--- src/rtl/refsel_prescaler.sv ---
module refsel_prescaler #(
  parameter int CODE_W = 2
) (
  input  logic              clk,
  input  logic              rst,
  input  logic              xtal_clk,
  input  logic              ref_clk,
  input  logic              fb_int_clk,
  input  logic              fb_ext_clk,
  input  logic              src_sel,
  input  logic              fb_sel,
  input  logic [CODE_W-1:0] ratio_code,
  output logic              ref_div_out,
  output logic              fb_div_out
);
  localparam int MAX_DIV = 1 << ((1 << CODE_W) - 1);
  localparam int CNT_W   = (MAX_DIV > 1) ? $clog2(MAX_DIV) : 1;

  logic [3:0] raw, sync1, sync2, sync3;
  logic [1:0] pin_sel;
  logic [1:0] div_bus, edge_bus, sel_bus;
  logic [2*CODE_W-1:0] code_bus;

  assign raw     = {fb_ext_clk, fb_int_clk, ref_clk, xtal_clk};
  assign pin_sel = {fb_sel, src_sel};

  always_ff @(posedge clk) begin
    sync1 <= raw;
    sync2 <= sync1;
    sync3 <= sync2;
  end

  for (genvar p = 0; p < 2; p++) begin : g_path
    logic              sel_q;
    logic [CODE_W-1:0] code_q;
    logic [CNT_W-1:0]  cnt_q;
    logic              out_q;
    logic              cur, prv, pending;
    logic [CNT_W-1:0]  last;

    assign cur     = sel_q ? sync2[2*p] : sync2[2*p+1];
    assign prv     = sel_q ? sync3[2*p] : sync3[2*p+1];
    assign last    = CNT_W'((MAX_DIV >> code_q) - 1);
    assign pending = (pin_sel[p] != sel_q) || (ratio_code != code_q);

    always_ff @(posedge clk) begin
      if (rst) begin
        sel_q  <= pin_sel[p];
        code_q <= ratio_code;
        cnt_q  <= '0;
        out_q  <= 1'b0;
      end else if (cur ^ prv) begin
        if (cnt_q == last) begin
          cnt_q <= '0;
          if (!out_q && pending) begin
            sel_q  <= pin_sel[p];
            code_q <= ratio_code;
          end else begin
            out_q <= ~out_q;
          end
        end else begin
          cnt_q <= cnt_q + 1'b1;
        end
      end
    end

    assign div_bus[p]                   = out_q;
    assign edge_bus[p]                  = cur ^ prv;
    assign sel_bus[p]                   = sel_q;
    assign code_bus[p*CODE_W +: CODE_W] = code_q;
  end

  assign ref_div_out = div_bus[0];
  assign fb_div_out  = div_bus[1];
endmodule


--- config.mk ---
export PLATFORM = sky130hd
export DESIGN_NAME = refsel_prescaler
export DESIGN_NICKNAME = d
export VERILOG_FILES = /design/src/rtl/refsel_prescaler.sv
export SDC_FILE = /design/constraint.sdc
export NUM_CORES = 1
export LEC_CHECK = 0
export BUFFER_PORTS_ARGS = -buffer_cell sky130_fd_sc_hd__buf_2
export CORE_MARGIN = 2
export CORE_UTILIZATION = 58
export DETAILED_ROUTE_END_ITERATION = 6
export PLACE_DENSITY = 0.79
export SLEW_MARGIN = 20
export SYNTH_ARGS = -nofsm -noshare
export SYNTH_HDL_FRONTEND = slang
export SYNTH_SLANG_ARGS = --single-unit
--- constraint.sdc ---
create_clock -name clk -period 4.4 [get_ports clk]
set_input_delay 0.22 -clock clk [delete_from_list [all_inputs] [get_ports clk]]
set_output_delay 0.22 -clock clk [all_outputs]
set_load 0.05 [all_outputs]
==> summary.md <==
| Metric | Value |
|---|---|
| Syn Inst Count | `just over 90` |
| Antenna Cells | `0` |
| DR WL/cell | `~13 um` |
| Seq cells post-synth | `26` |
| Post-Syn Area per Cell | `~11 sq um` |
| Vias/cell | `between 5 and 6` |
| DR iter-0 viols | `23` |
| Slew Limit Fails | `0` |
| DRC | `0` |
| Initial antenna violation count | `0` |
| CTS H-tree lvls | `1` |
| Commonest non-fill, non-tap cells in the layout | `dfxtp_1 (20), buf_2 (11), xor2_1 (7), a21oi_1 (7), edfxtp_1 (6)` |
| Largest net degree at the start of global routing | `15` |
| Remaining global-route overflow | `0` |
| # resized after CTS | `0` |
| CP Data Required Time | `roughly 4400 ps` |
| Max Root-Sink Buffers | `2` |
| Max VDD drop | `0.000295 V` |
| Cell variety after synth | `33` |
| Syn nets | `between 100 and 150` |
| Sequential share of power | `~61%` |
| Final hold violations | `0` |
| Die Span Y | `46.2 um` |
| GPL Wtd Cong | `0.785` |
| Largest cells by area after synthesis | `dfxtp_1 (39%), edfxtp_1 (17%), xor2_1 (5.9%)` |
| Starting Density | `60.6%` |
| Util after Layout | `roughly 70%` |
| Kind of critical path | `flip-flop to flip-flop` |
| Inst Count DP | `between 100 and 150` |
| Via count | `between 700 and 800` |
| Slew headroom | `59.2%` |
| Post-DP Area | `between 1000 and 1500 sq um` |
| Design Area, Final | `between 1000 and 1500 sq um` |
| Cell Area, Synth | `slightly above 1000 sq um` |
| Startpoint types | `flip-flop` |
| Top Ports | `12` |
| # rows | `15` |
| Clk pin slew, worst setup/hold paths | `about 130 ps` |
| Setup slack after layout | `~2400 ps` |
| Final setup viols | `0` |
| Commonest non-fill, non-tap cell in the layout | `dfxtp_1` |
| Hold Crit Class | `primary input to flip-flop` |
| Clock sink count | `26` |
| Max_cap viols | `0` |
| Worst setup EP type | `flip-flop` |
| DRT Wirelength | `around 1700 um` |
| Pre-CTS WS | `approximately 2400 ps` |
| Clk_skew | `2.12 ps` |
| DIE WIDTH | `roughly 46 um` |
| Antenna-violating nets left | `0` |
| Vias in the first global route | `658` |
| Min cycle time layout | `between 2000 and 2500 ps` |
| Highest clock rate | `495 MHz` |
| Clock Latency Late Sink | `around 320 ps` |
| Power, Total | `around 0.45 mW` |
| Slew @ Worst Pin | `612 ps` |
| Period utilization | `45.9%` |
| Hold WS | `around 100 ps` |
| Sequential cell area fraction in the yosys report | `between 50% and 60%` |
| RSZ-0062 raised after global routing | `false` |
| CTS tree | `yes` |
| Share of cells above drive strength 1 | `between 10% and 20%` |
| Power Dens Cells | `around 380 nW/um^2` |
| Synth warnings | `0` |
| Combinational share of power | `between 10 and 15%` |
| Top-area cell type share of the netlist area | `roughly two fifths` |
| Post-layout nets | `approximately 120` |
| TNS Setup | `0 ps` |
| Gr usage total | `19.4%` |
| CP Data Arrival Time | `2000 ps` |
| Status | `finished, final reports clean` |
| PortBufs | `11` |
| Power Internal | `0.341 mW` |
| First-pass GRT wire length | `approximately 2800 um` |
| Die footprint | `about 2100 sq um` |
| DRT Pass-1 Iters | `4` |
| Dpl hpwl | `~1300 um` |
| Switching Share | `between 20 and 25%` |
| Hold buffers post-CTS | `4` |
| Post-CTS Setup Bufs | `0` |
| Static Leakage | `0.472 nW` |
| P&R area growth vs syn | `15.4%` |
| Critical path peak fanout | `5` |
| Core ar. | `about 1700 sq um` |
| Hold depth | `1` |
| Clk pwr share | `26.0%` |
| Final Non-Filler Cells | `between 100 and 150` |
| Clock root cell | `clkbuf_4` |
| Clock buffer count from CTS | `3` |
| Net Sw Power | `between 0.1 and 0.15 mW` |
| Worst R2R Path Depth | `5` |
| Largest area contributor in the netlist | `dfxtp_1` |
state kept, by name, summed over array words and instances (netlist names):
signal,flops
fb_div_out,1
g_path.cnt_q,6
g_path.sel_q,2
ref_div_out,1
sync3,4
g_path.code_q,4
sync1,4
sync2,4
synthesized netlist by cell type, drive strengths merged:
cell,instances
or4,1
a41oi,1
and2,1
nor2b,3
o21ai,3
a2111oi,1
xor2,7
nand3b,3
nor3b,3
and3,1
inv,3
clkbuf,1
o31ai,1
nand4,1
or2,1
xnor2,4
nand2,5
nand2b,2
edfxtp,6
nand4bb,1
a21oi,7
nor2,5
a31o,1
and3b,1
or3,1
dfxtp,20
nand3,2
a31oi,1
ha,2
mux2i,1
mux2,1
nor3,2
routing by layer:
metal,global-route usage [%],wire length (um),vias up
li1,-,-,364
met1,25.0,767,348
met2,29.2,833,14
met3,4.71,48,6
met4,12.0,54,0
met5,0,0,-
critical path, cell delays in order (launching register included):
cell	delay (ps)
edfxtp_1	480
and3b_1	250
o21ai_1	70
and3_1	180
or2_1	260
o31ai_1	450
power groups by stage:
stage	Clock, mW	Sequential [mW]	Combinational (mW)
2_1_floorplan	0	0.279	0.0431
3_3_place_gp	0	0.280	0.0558
3_5_place_dp	0	0.281	0.0590
4_1_cts	0.122	0.276	0.0619
5_1_grt	0.127	0.279	0.0693
6_report	0.118	0.275	0.0615
cell type report:
type | count | area, sq um
sequential | 26 | 581
fill | 134 | 514
multi-input combinational | 63 | 439
timing repair buffer | 15 | 95.1
clock buffer | 4 | 36.3
tap | 25 | 31.3
inverter | 3 | 11.3
cell families after synthesis:
kind of cell | synth area share [%]
AND/OR/NAND/NOR | 18.6
flip-flops | 56.1
buffers and inverters | 1.45
XOR/XNOR | 9.31
adder cells (fa/ha/maj) | 2.42
AO/OA/AOI/OAI | 10.0
multiplexers | 2.06
worst paths after layout:
kind	startpoint	to	slack, ps
worst max-delay path	g_path[0].code_q[1]$_DFFE_PP_	g_path[0].code_q[0]$_DFFE_PP_	2380
worst min-delay path	src_sel	g_path[0].sel_q$_DFFE_PP_	100
worst max register to register	g_path[0].code_q[1]$_DFFE_PP_	g_path[0].code_q[0]$_DFFE_PP_	2380
worst min register to register	sync1[2]$_DFF_P_	sync2[2]$_DFF_P_	350
Note: power is estimated with default switching activity, not from simulation.
